<file path="config.mk">
export PLATFORM = sky130hd
export DESIGN_NAME = adpll_core
export DESIGN_NICKNAME = d
export VERILOG_FILES = /design/src/rtl/adpll_pkg.sv /design/src/rtl/adpll_phase_det.sv /design/src/rtl/adpll_loop_filter.sv /design/src/rtl/adpll_idctl.sv /design/src/rtl/adpll_divn.sv /design/src/rtl/adpll_core.sv
export SDC_FILE = /design/constraint.sdc
export NUM_CORES = 1
export LEC_CHECK = 0
export BUFFER_PORTS_ARGS = -buffer_cell sky130_fd_sc_hd__buf_2
export CAP_MARGIN = 20
export CORE_MARGIN = 3
export CORE_UTILIZATION = 50
export CTS_CLUSTER_SIZE = 8
export DETAILED_ROUTE_END_ITERATION = 12
export GPL_ROUTABILITY_DRIVEN = 0
export PLACE_DENSITY_LB_ADDON = 0.12
export SLEW_MARGIN = 10
export SYNTH_ARGS = -nofsm -noshare
export SYNTH_HDL_FRONTEND = slang
export SYNTH_SLANG_ARGS = --single-unit
</file>
<file path="constraint.sdc">
create_clock -name clk -period 2.2 [get_ports clk]
set_input_delay 0.33 -clock clk [delete_from_list [all_inputs] [get_ports clk]]
set_output_delay 0.33 -clock clk [all_outputs]
set_load 0.01 [all_outputs]
</file>
<file path="src/rtl/adpll_pkg.sv">
package adpll_pkg;
  localparam int CODE_W = 4;
  localparam int CNT_W  = (1 << CODE_W) + 1;

  function automatic logic [CNT_W-1:0] span_top(input logic [CODE_W-1:0] code);
    logic [CNT_W:0] states;
    if (code == '0) states = (CNT_W+1)'(8);
    else            states = (CNT_W+1)'(4) << code;
    return CNT_W'(states - (CNT_W+1)'(1));
  endfunction

  function automatic int tick_ratio(input int m, input int n);
    return m / (2 * n);
  endfunction
endpackage

</file>
<file path="src/rtl/adpll_phase_det.sv">
module adpll_phase_det (
  input  logic clk,
  input  logic rst_n,
  input  logic u1,
  input  logic u2,
  output logic pd
);
  always_ff @(posedge clk or negedge rst_n) begin
    if (!rst_n) pd <= 1'b0;
    else        pd <= u1 ^ u2;
  end
endmodule

</file>
<file path="src/rtl/adpll_loop_filter.sv">
module adpll_loop_filter
  import adpll_pkg::*;
(
  input  logic              clk,
  input  logic              rst_n,
  input  logic              en,
  input  logic              down,
  input  logic [CODE_W-1:0] code,
  output logic              carry,
  output logic              borrow
);
  logic [CNT_W-1:0] top_q;
  logic [CNT_W-1:0] cnt;
  logic             at_top;
  logic             at_zero;

  assign at_top  = (cnt >= top_q);
  assign at_zero = (cnt == '0);
  assign carry   = en & ~down & at_top;
  assign borrow  = en &  down & at_zero;

  always_ff @(posedge clk or negedge rst_n) begin
    if (!rst_n) begin
      top_q <= span_top('0);
      cnt   <= '0;
    end else begin
      top_q <= span_top(code);
      if (!en)       cnt <= '0;
      else if (!down) cnt <= at_top  ? '0    : cnt + CNT_W'(1);
      else            cnt <= at_zero ? top_q : cnt - CNT_W'(1);
    end
  end

  a_r2_carry_wraps: assert property (@(posedge clk) disable iff (!rst_n)
    carry |=> (cnt == '0));
  a_r2_borrow_reload: assert property (@(posedge clk) disable iff (!rst_n)
    borrow |=> (cnt == $past(top_q)));
  a_r2_up_step: assert property (@(posedge clk) disable iff (!rst_n)
    (en && !down && !carry) |=> (cnt == $past(cnt) + CNT_W'(1)));
  a_r4_idle_clear: assert property (@(posedge clk) disable iff (!rst_n)
    !en |=> (cnt == '0));
  a_r3_top_shape: assert property (@(posedge clk) disable iff (!rst_n)
    $onehot((CNT_W+1)'(top_q) + (CNT_W+1)'(1)));
  a_r3_top_follows: assert property (@(posedge clk) disable iff (!rst_n)
    $past(rst_n) |-> (top_q == span_top($past(code))));
endmodule

</file>
<file path="src/rtl/adpll_idctl.sv">
module adpll_idctl #(
  parameter int H = 4
) (
  input  logic clk,
  input  logic rst_n,
  input  logic inc,
  input  logic dec,
  output logic pulse
);
  localparam int HC_W = (H > 1) ? $clog2(H) : 1;

  logic [HC_W-1:0] hcnt;
  logic            tick;
  logic            ins_p;
  logic            del_p;
  logic            ph;
  logic            eff_ins;
  logic            eff_del;

  assign tick    = (hcnt == HC_W'(H - 1));
  assign eff_ins = ins_p & ~del_p;
  assign eff_del = del_p & ~ins_p;
  assign pulse   = tick & (eff_ins | (~eff_del & ph));

  always_ff @(posedge clk or negedge rst_n) begin
    if (!rst_n) begin
      hcnt  <= '0;
      ins_p <= 1'b0;
      del_p <= 1'b0;
      ph    <= 1'b0;
    end else begin
      hcnt <= tick ? '0 : hcnt + HC_W'(1);
      if (tick) begin
        ins_p <= inc;
        del_p <= dec;
        if (!(eff_ins | eff_del)) ph <= ~ph;
      end else begin
        ins_p <= ins_p | inc;
        del_p <= del_p | dec;
      end
    end
  end

  generate
    if (H > 1) begin : g_gap
      a_r5_tick_gap: assert property (@(posedge clk) disable iff (!rst_n)
        tick |=> !tick);
      a_r6_single_pulse: assert property (@(posedge clk) disable iff (!rst_n)
        pulse |=> !pulse);
    end
  endgenerate

  a_r6_inc_pending: assert property (@(posedge clk) disable iff (!rst_n)
    (inc && !tick) |=> ins_p);
  a_r6_dec_pending: assert property (@(posedge clk) disable iff (!rst_n)
    (dec && !tick) |=> del_p);
endmodule

</file>
<file path="src/rtl/adpll_divn.sv">
module adpll_divn #(
  parameter int N = 8
) (
  input  logic clk,
  input  logic rst_n,
  input  logic step,
  output logic u2
);
  localparam int DIV_W = (N > 1) ? $clog2(N) : 1;

  logic [DIV_W-1:0] cnt;

  assign u2 = cnt[DIV_W-1];

  always_ff @(posedge clk or negedge rst_n) begin
    if (!rst_n)    cnt <= '0;
    else if (step) cnt <= cnt + DIV_W'(1);
  end

  a_r7_edge_needs_pulse: assert property (@(posedge clk) disable iff (!rst_n)
    (u2 != $past(u2)) |-> $past(step));
endmodule

</file>
<file path="src/rtl/adpll_core.sv">
module adpll_core
  import adpll_pkg::*;
#(
  parameter int M = 64,
  parameter int N = 8
) (
  input  logic              clk,
  input  logic              rst_n,
  input  logic              en,
  input  logic [CODE_W-1:0] span_code,
  input  logic              u1,
  output logic              u2,
  output logic              pd_out,
  output logic              carry,
  output logic              borrow
);
  localparam int H = tick_ratio(M, N);

  logic ctl_pulse;

  adpll_phase_det i_pd (
    .clk   (clk),
    .rst_n (rst_n),
    .u1    (u1),
    .u2    (u2),
    .pd    (pd_out)
  );

  adpll_loop_filter i_lf (
    .clk    (clk),
    .rst_n  (rst_n),
    .en     (en),
    .down   (pd_out),
    .code   (span_code),
    .carry  (carry),
    .borrow (borrow)
  );

  adpll_idctl #(.H(H)) i_ctl (
    .clk   (clk),
    .rst_n (rst_n),
    .inc   (carry),
    .dec   (borrow),
    .pulse (ctl_pulse)
  );

  adpll_divn #(.N(N)) i_div (
    .clk   (clk),
    .rst_n (rst_n),
    .step  (ctl_pulse),
    .u2    (u2)
  );

  a_r1_pd_is_xor: assert property (@(posedge clk) disable iff (!rst_n)
    $past(rst_n) |-> (pd_out == $past(u1 ^ u2)));
  a_r4_quiet_when_off: assert property (@(posedge clk) disable iff (!rst_n)
    !en |-> !(carry || borrow));
endmodule

</file>
# Word level (Yosys, flattened, before mapping)
# Cells that the tools add are included.
# W data, S select, Z words.
# totals
regBits	43
in_bits	8
# classes
addsub	5
order_cmp	1
eq_ne	1
n_shift	1
mux	8
n_bitwise	19
reduce_logical	3
# op_table
cell	count
$mux W17	5
$sub A17 B1 Y17 const B	2
$add A17 B1 Y17 const B	1
$ge A17 B17 Y1	1
$logic_not A17 Y1	1
$shl A3 B4 Y17 const A	1
$and A1 B1 Y1	8
$not A1 Y1	6
$logic_not A4 Y1	1
$or A1 B1 Y1	4
$add A3 B1 Y3 const B	1
$add A2 B1 Y2 const B	1
$eq A2 B2 Y1 const B	1
$mux W1	2
$mux W2	1
$reduce_and A2 Y1	1
$xor A1 B1 Y1	1

# Longest topological paths before layout
# Gate-level depths: netlist (run 1).
# logic_depth
word_depth	6
mapped_depth	9
ltp_nobuf	7

# Modules after synthesis
# From an unflattened synthesis (run 1), not the netlist that was laid out.
# unflattened
cells_unflattened	311
area_unflattened_um2	2808.9
# modules_own_cells
module	n_inst	cells_per_inst	area_per_inst_um2
adpll_loop_filter	1	283	2432.3
adpll_idctl	1	18	219.0
adpll_divn	1	8	123.9
adpll_phase_det	1	2	33.8

# Worst setup path after synthesis (run 1)
# OpenSTA, ideal clock, no wires.
# synth_path
path_type	register to output
startpoint	reg i_lf.cnt[10]
endpoint	out borrow
t_arrival_ns	1.757
t_required_ns	1.870
setup_slack_ns	0.113
path_stages_with_launch	7
path_cell_list	dfrtp_1 -> buf_6 -> or4_4 -> nor3_2 -> nand4_2 -> buf_6 -> nor2_1
# synth_via
elab_chain_cells	2
# synth_lines
element	line_no	source
start, declared	adpll_loop_filter.sv:13	logic [CNT_W-1:0] cnt;
start signal, assigned	adpll_loop_filter.sv:29	else if (!down) cnt <= at_top ? '0 : cnt + CNT_W'(1);
start signal, assigned	adpll_loop_filter.sv:30	else cnt <= at_zero ? top_q : cnt - CNT_W'(1);
$logic_not A17 Y1	adpll_loop_filter.sv:18	assign at_zero = (cnt == '0);
$and A1 B1 Y1	adpll_loop_filter.sv:20	assign borrow = en & down & at_zero;
end, declared	adpll_core.sv:15	output logic borrow
# Every way passes these cells.

# Worst setup path in the final report (run 1)
# layout_path
startpoint	reg i_lf.cnt[11]
endpoint	out borrow
# The elaborated chain is that of the path after synthesis.

==> flow_summary.yaml, run 1 <==
cts:
  worstSkewPairLatency_ns: 0.32
  cts-root-buf: "clkbuf_8"
  htreeDepth: 2
  path_clk_slew_ns: 0.09
  cts_hold_buf: 0
  cts.sinks: 41
  cts_tree: "yes"
  cts_buffers: 5
  clk_path_buf_depth: 2
finish:
  multiInputGateArea_um2: 1820
  seqCellArea_um2: 1030
  fin_nets: 393
  area_growth_syn_to_layout_pct: 26.6
  fillers: 412
  drive_gt1_frac: 0.342
  antennaDiodeCount: 0
synth:
  syn_area_um2: 2860
  synth_area_leaders: "dfrtp_1, ha_1, xnor2_1"
  ys_types: 56
  ys_dominant_reg_cell: "dfrtp_1"
  ys_seq_elements: 41
  ys_warn_count: 0
  postSynth.asyncResetShare: 1.00
  synth-edff-count: 0
  syn_inst: 314
  ys_seq_area_frac: 0.359
  yosysTopAreaCellShare: 0.350
  netlist.top_cell.by_area: "dfrtp_1"
  syn_avg_cell_area_um2: 9.11
power:
  ir_drop_uv: 881
  leakage_nw: 1.60
  power.total_mw: 5.80
  power_density_nw_per_um2: 1600
timing:
  setup_tns_ns: -0.462
  finalWorstSetupSlack_ns: -0.134
  slew_viol_final: 0
  hold_violations: 0
  period_needed_ns: 2.33
  max_slew_margin: 0.590
  setup_viol: 4
  whs_ns: 0.0170
  finalCritPeriodShare: 1.06
  fin_worst_skew_ns: 0.0156
  rsz0062_at_grt: "true"
  tightest_slew_ns: 0.614
  fmax_ghz: 0.428
floorplanning:
  initial_core_util: 0.539
  core-area_um2: 5300
  rows: 26
  die_area_um2: 6660
  die_x_um: 81.6
  die_y_um: 81.6
  ios: 12
global_route:
  grt_pass1_wl_um: 12000
  grt_pass1_vias: 2413
  grt.total_usage: 0.241
  antenna_found_initial: 0
  gr-total-overflow: 0
  grt_max_degree: 27
run_status:
  violations: "setup timing"
  status: "finished with violations"
placed_design:
  portBuffers: 11
  hpwl_um: 5170
detailed_routing:
  drc: 0
  ant_nets: 0
  drtPass1Iterations: 4
  totalWireLength_um: 7850
  vias: 2544
  avgRoutedWirePerCell_um: 18.1
  drt-vias-per-instance: 5.88
  initialDrtViolationCount: 275
critical_path:
  cp-end-kind: "output port"
  cp_cell_sequence: "or4_4 > nor3_4 > nand4_2 > nor2_1 > buf_2"
  start_kind: "flip-flop"
  crit_start: "i_lf.cnt[11]"
  required_ns: 1.87
  crit_path_max_fanout: 3
  arrival_ns: 2.00
  slowest_delay_ns: 0.59
  rr_startpoint: "i_lf.cnt[11]"
  critPathSlowestCell: "or4_4"
  worstSetupPathType: "flip-flop to output port"
worst_hold_path:
  hp-class: "input pin to async pin"
run:
  cap_violations: 0
-- worst max-delay path: cells and delay by family, from the launching register on --
family                 cells  cell delay [ns]
AND/OR/NAND/NOR            4             1.09
buffers and inverters      1             0.16
flip-flops                 1             0.44
-- repair_timing --
| action | 4_1_cts | 5_1_grt |
|---|---|---|
| setup endpoints to repair | 3 | 18 |
| setup buffers | 7 | 17 |
| pin swaps | 13 | 24 |
| gates cloned | 0 | 1 |
| gates resized for setup | 15 | 38 |
-- cell usage in the layout, fill, tap and decap left out, types with 3 or more instances in the layout --
master	Yosys	layout
nand3_1	10	9
o32ai_1	11	7
nor3_2	2	3
o21ai_1	1	3
buf_4	1	47
nand2_1	19	18
clkbuf_8	0	5
a21oi_1	8	8
o32ai_2	4	8
and3_1	3	3
nor3_4	0	3
dfrtp_1	40	35
nand4_1	8	8
xor2_1	12	12
nor2_1	40	34
dfrtp_2	0	5
nor2_4	0	3
nor3_1	10	6
ha_1	23	18
xnor2_1	18	18
buf_6	6	3
nor2_2	0	3
buf_2	1	10
inv_1	25	24
ha_4	0	5
o21ai_0	7	5
o21a_1	3	3
-- metrics by stage --
| step | util | area (um2) | setup WS, ns | instances |
|---|---|---|---|---|
| 2_1_floorplan | - | 2860 | 0.113 | 315 |
| 3_3_place_gp | 0.579 | 3070 | 0.0804 | 401 |
| 3_5_place_dp | 0.579 | 3070 | 0.0231 | 401 |
| 4_1_cts | 0.617 | 3270 | -0.127 | 416 |
| 5_1_grt | 0.682 | 3620 | -0.229 | 433 |
| 6_report | 0.682 | 3620 | -0.134 | 433 |
-- cell usage after synthesis (all sizes together), types with 3 or more instances --
| cell | number |
|---|---|
| nor4 | 5 |
| o21ai | 8 |
| and4 | 3 |
| xnor2 | 18 |
| dfrtp | 40 |
| nand3 | 10 |
| o32ai | 15 |
| o21a | 3 |
| ha | 23 |
| and3 | 3 |
| nand2 | 20 |
| nor3 | 12 |
| xor2 | 12 |
| clkbuf | 12 |
| inv | 25 |
| a21oi | 8 |
| or3 | 3 |
| nor2 | 40 |
| buf | 9 |
| nand4 | 9 |
-- area by class of cell --
| class | instances | share of cell area |
|---|---|---|
| flip-flops and latches | 41 | 0.286 |
| inverters | 25 | 0.0259 |
| well taps | 70 | 0.0242 |
| clock buffers | 5 | 0.0190 |
| multi-input cells | 226 | 0.502 |
| repair buffers | 63 | 0.136 |
| clock inverters | 3 | 0.00692 |
-- flip-flops by register name, summed over array words and instances (netlist names) --
name and cells:
i_ctl.del_p 1, i_ctl.hcnt 2, i_ctl.ins_p 1, i_ctl.ph 1, i_div.cnt 3, i_lf.cnt 17
i_lf.top_q 15, i_pd.pd 1
-- report_power, final --
part	internal, mW	leakage [nW]	switching [mW]
registers	0.969	0.511	0.225
logic	1.95	1.05	2.11
clock network	0.230	0.0447	0.318
-- routing by layer --
metal / global-route usage / wire, um / vias up
met3: 0.0592 / 505 / 22
met2: 0.381 / 3840 / 107
met1: 0.320 / 3280 / 1226
li1: - / - / 1189
met4: 0.0864 / 221 / 0
met5: 0 / 0 / -
-- logic make-up after synthesis --
group | share of synthesized area
flops | 0.359
compound gates | 0.138
xor+xnor | 0.0919
mux | 0.00394
fa+ha+maj | 0.101
other cells | 0.00131
simple gates | 0.221
buf+inv | 0.0845
-- path summary, 6_finish.rpt --
path | endpoint | slack, ns | depth (start not counted)
hold / removal | i_lf.cnt[14] | 0.02 | 1
hold reg to reg | i_ctl.hcnt[0] | 0.44 | 1
setup / recovery | borrow | -0.13 | 5
setup reg to reg | i_lf.cnt[15] | -0.13 | 7
min in group clk | i_pd.pd | 0.19 | 2
max in group asynchronous | i_lf.top_q[2] | 1.54 | 2
Note: power is estimated with default switching activity, not from simulation.
==> inputs of run 2 (changes only) <==
- SETUP_SLACK_MARGIN: default -> 0.1
==> run 2 against run 1 <==
The run still ends with setup timing left. Routed wire length down 1.1%. Via count increased by 1.0%. Combinational power is 6.9% higher. Non-clock buffer count shrank 1. Cell area is 2.4% higher. Sequential share of layout area fell by 0.66 points. Count of clock-buffer cells in the layout stayed put. First-iteration DRC count fell by 16%. Largest cell class unchanged. Largest power group unchanged. Highest routed layer unchanged.
==> flow_summary.yaml, run 2 (synthesis results as in run 1) <==
run_status:
  status: "finished with violations"
  violations: "setup timing"
critical_path:
  arrival_ns: 2.02
  crit_path_max_fanout: 4
  cp-end-kind: "output port"
  cp_top_family: "simple AND/OR/NAND/NOR gates"
  slowest_delay_ns: 0.45
  start_kind: "flip-flop"
  required_ns: 1.87
  critPathSlowestCell: "or4_4"
  critical_path_buf_inv_count: 2
  cp_cell_sequence: "buf_6 > or4_4 > nor3_4 > nand4_2 > nor2_1 > buf_2"
  worstSetupPathType: "flip-flop to output port"
cts:
  cts_buffers: 5
  worstSkewPairLatency_ns: 0.32
  path_clk_slew_ns: 0.09
  cts-root-buf: "clkbuf_8"
  clk_path_buf_depth: 2
  cts_hold_buf: 0
  htreeDepth: 2
  cts_tree: "yes"
  cts.sinks: 41
global_route:
  grt_max_degree: 27
  grt_pass1_vias: 2432
  grt_pass1_wl_um: 12100
  antenna_found_initial: 0
  gr-total-overflow: 0
  grt.total_usage: 0.244
timing:
  fmax_ghz: 0.426
  finalCritPeriodShare: 1.07
  max_slew_margin: 0.583
  hold_violations: 0
  fin_worst_skew_ns: 0.0131
  finalWorstSetupSlack_ns: -0.147
  tightest_slew_ns: 0.626
  whs_ns: 0.0194
  period_needed_ns: 2.35
  setup_viol: 4
  setup_tns_ns: -0.313
  slew_viol_final: 0
  rsz0062_at_grt: "true"
detailed_routing:
  ant_nets: 0
  drc: 0
  vias: 2570
  avgRoutedWirePerCell_um: 18.0
  initialDrtViolationCount: 230
  drtPass1Iterations: 5
  totalWireLength_um: 7760
  drt-vias-per-instance: 5.95
run:
  cap_violations: 0
finish:
  antennaDiodeCount: 0
  fillers: 380
  drive_gt1_frac: 0.384
  reg_top3: "i_lf.cnt x17, i_lf.top_q x15, i_div.cnt x3"
  fin_cells: 432
  regMostFlops: "i_lf.cnt"
  area_growth_syn_to_layout_pct: 29.5
  final_common_cell: "buf_4"
  final_cell_mix: "buf_4, dfrtp_1, inv_1"
  design_area_um2: 3700
  fin_nets: 392
  largest_reg_flops: 17
  finish.utilization: 0.698
worst_hold_path:
  hp-class: "input pin to async pin"
placed_design:
  portBuffers: 11
  postPlaceCellArea_um2: 3070
  dp_slack_ns: 0.0231
  placed_cells: 401
  hpwl_um: 5170
power:
  power.total_mw: 6.09
  leakage_nw: 1.62
  power_density_nw_per_um2: 1640
  ir_drop_uv: 903
floorplanning:
  die_x_um: 81.6
  core-area_um2: 5300
  die_y_um: 81.6
  initial_core_util: 0.539
  rows: 26
  ios: 12
  die_area_um2: 6660
run 2: cell types whose count changed in the layout (fill, tap and decap cells not counted), sizes merged:
cell and change:
clkbuf -1
run 2: final timing paths:
check                         startpoint       endpoint  slack (ns)  cells after the start
max                          i_lf.cnt[8]         borrow       -0.15                      6
min                                rst_n   i_lf.cnt[14]        0.02                      1
max reg2reg                  i_lf.cnt[8]   i_lf.cnt[15]       -0.02                      7
min reg2reg                i_ctl.hcnt[0]  i_ctl.hcnt[0]        0.44                      1
max in group asynchronous          rst_n  i_lf.top_q[2]        1.54                      2
min in group clk                      u1        i_pd.pd        0.19                      2
run 2: where the power goes:
part | internal [mW] | switching, mW
sequential | 0.969 | 0.236
clock | 0.229 | 0.316
combinational | 2.09 | 2.25
total | 3.29 | 2.80
run 2: worst reg2reg max path: cells and delay by family (launching register included):
kind,cells,cell delay [ns]
DFF,1,0.43
and+or+nand+nor,4,1.11
AOI/OAI and AO/OA,1,0.25
buffers and inverters,2,0.31
run 2: what timing repair did:
item	4_1_cts	5_1_grt
pin swaps	19	32
buffers inserted	7	16
resized for setup	18	61
endpoints found under the setup margin	13	19
gates cloned	1	0
run 2: metal layers:
metal | GRT usage | vias up | wire, um
li1 | - | 1193 | -
met1 | 0.328 | 1261 | 3410
met2 | 0.379 | 94 | 3690
met3 | 0.0581 | 22 | 439
met4 | 0.0930 | 0 | 216
met5 | 0 | - | 0
run 2: area by class of cell:
cell class	instances	area (um2)	area share
clock buffer	5	68.8	0.0186
multi-input combinational	226	1910	0.517
timing repair buffer	62	480	0.130
sequential	41	1030	0.279
inverter	25	93.8	0.0253
clock inverter	3	25.0	0.00676
tap	70	87.6	0.0236
==> inputs of run 3 (changes only) <==
- CTS_CLUSTER_DIAMETER: default -> 120
- PLACE_DENSITY: default -> 0.74
- PLACE_DENSITY_LB_ADDON: 0.12 -> default
==> run 3 against run 2 <==
The run still ends with setup timing left. Power shrank 14%. Critical endpoint is now carry. Largest power group unchanged. Register-to-register slack gained 0.18 ns. Sequential share of layout area grew 1.8 points. Core utilization shrank 4.3 points. Critical path type unchanged. Clock power shrank 3.9%.
==> flow_summary.yaml, run 3 (synthesis results as in run 1) <==
timing:
  finalWorstSetupSlack_ns: -0.133
  period_needed_ns: 2.33
  max_slew_margin: 0.642
  fin_worst_skew_ns: 0.00874
  finalCritPeriodShare: 1.06
  setup_viol: 2
  setup_tns_ns: -0.200
  rsz0062_at_grt: "true"
  tightest_slew_ns: 0.535
  slew_viol_final: 0
  hold_violations: 0
  fmax_ghz: 0.429
finish:
  regMostFlops: "i_lf.cnt"
  final_common_cell: "nor2_1"
  antennaDiodeCount: 0
  fillers: 414
  fin_nets: 376
  finish.utilization: 0.655
  reg_top3: "i_lf.cnt x17, i_lf.top_q x15, i_div.cnt x3"
  area_growth_syn_to_layout_pct: 21.5
  largest_reg_flops: 17
  drive_gt1_frac: 0.301
  fin_cells: 416
  final_cell_mix: "nor2_1, dfrtp_1, buf_4"
floorplanning:
  ios: 12
  die_area_um2: 6660
  initial_core_util: 0.539
  die_y_um: 81.6
  die_x_um: 81.6
  rows: 26
  core-area_um2: 5300
critical_path:
  rr_startpoint: "i_lf.cnt[8]"
  r2r_setup_slack_ns: 0.16
  crit_path_max_fanout: 4
  start_kind: "flip-flop"
  cp-endpoint: "carry"
  reg2reg_depth: 7
  cp-end-kind: "output port"
  worstSetupPathType: "flip-flop to output port"
  crit_start: "i_lf.cnt[11]"
  required_ns: 1.87
  arrival_ns: 2.00
  reg2reg_to: "i_lf.cnt[4]"
placed_design:
  hpwl_um: 4840
  portBuffers: 11
  placed_cells: 399
cts:
  cts_tree: "yes"
  clk_path_buf_depth: 2
  cts_buffers: 5
  cts-root-buf: "clkbuf_8"
  worstSkewPairLatency_ns: 0.31
  path_clk_slew_ns: 0.08
  htreeDepth: 2
  cts.sinks: 41
global_route:
  gr-total-overflow: 0
  grt_pass1_wl_um: 11400
  antenna_found_initial: 0
  grt_pass1_vias: 2426
  grt_max_degree: 19
  grt.total_usage: 0.226
detailed_routing:
  avgRoutedWirePerCell_um: 17.3
  vias: 2467
  initialDrtViolationCount: 178
  drc: 0
  drtPass1Iterations: 5
  drt-vias-per-instance: 5.93
  totalWireLength_um: 7180
  ant_nets: 0
run:
  cap_violations: 0
power:
  power_density_nw_per_um2: 1520
  power.total_mw: 5.27
  leakage_nw: 1.52
  ir_drop_uv: 616
run_status:
  violations: "setup timing"
  status: "finished with violations"
worst_hold_path:
  hp-class: "input pin to flip-flop"
-- run 3: changes by cell type in the layout (fill, tap and decap cells not counted), sizes merged --
cell / change
dlygate4sd3: +1
clkinv: +2
clkinvlp: -1
clkbuf: +1
buf: -18
inv: -1
-- run 3: critical path, stage by stage, from the launching register on --
cell	delay, ns
dfrtp_1	0.42
ha_1	0.31
nand4_1	0.18
nor2_2	0.08
a221oi_2	0.30
nand3_1	0.13
and2_1	0.15
buf_2	0.13
-- run 3: area by class of cell --
type | count | area (um2) | share of cell area
Timing Repair Buffer | 46 | 357 | 0.103
Tap cell | 70 | 87.6 | 0.0252
Multi-Input combinational cell | 226 | 1810 | 0.521
Sequential cell | 41 | 1030 | 0.297
Clock inverter | 3 | 22.5 | 0.00648
Inverter | 25 | 93.8 | 0.0270
Clock buffer | 5 | 68.8 | 0.0198
-- run 3: layer usage --
metal,global-route usage,share of wire,up-vias
met5,0,0,-
met4,0.118,0.026,0
met3,0.0362,0.052,19
met2,0.353,0.48,90
met1,0.303,0.44,1205
li1,-,-,1153
-- run 3: power by group --
part / internal (mW) / total [mW] / switching, mW
sequential: 0.970 / 1.21 / 0.238
clock: 0.225 / 0.524 / 0.299
combinational: 1.66 / 3.53 / 1.88
total: 2.85 / 5.27 / 2.41
-- run 3: worst min-delay path by stage --
stage / slack [ns] / to / from / cells after the start
3_5_place_dp: 0.28 / i_lf.cnt[12] / rst_n / 1
3_3_place_gp: 0.28 / i_lf.cnt[12] / rst_n / 1
6_report: 0.19 / i_pd.pd / u1 / 2
4_1_cts: 0.18 / i_pd.pd / u1 / 2
5_1_grt: 0.20 / i_pd.pd / u1 / 2
2_1_floorplan: 0.03 / i_ctl.del_p / rst_n / 0
-- run 3: timing repair --
item,CTS,global route
hold buffers,1,0
hold endpoints to repair,16,0
pin swaps,7,20
buffers inserted,5,2
cloned,0,1
resized for setup,11,33
setup endpoints to repair,3,17
-- run 3: per-stage QoR --
stage / hold WS, ns / setup slack, ns / instance area, um2
6_report: 0.191 / -0.133 / 3470
5_1_grt: 0.196 / -0.249 / 3470
4_1_cts: 0.180 / -0.117 / 3240
3_5_place_dp: 0.285 / 0.0714 / 3050
3_3_place_gp: 0.279 / 0.0999 / 3050
2_1_floorplan: 0.0344 / 0.113 / 2860
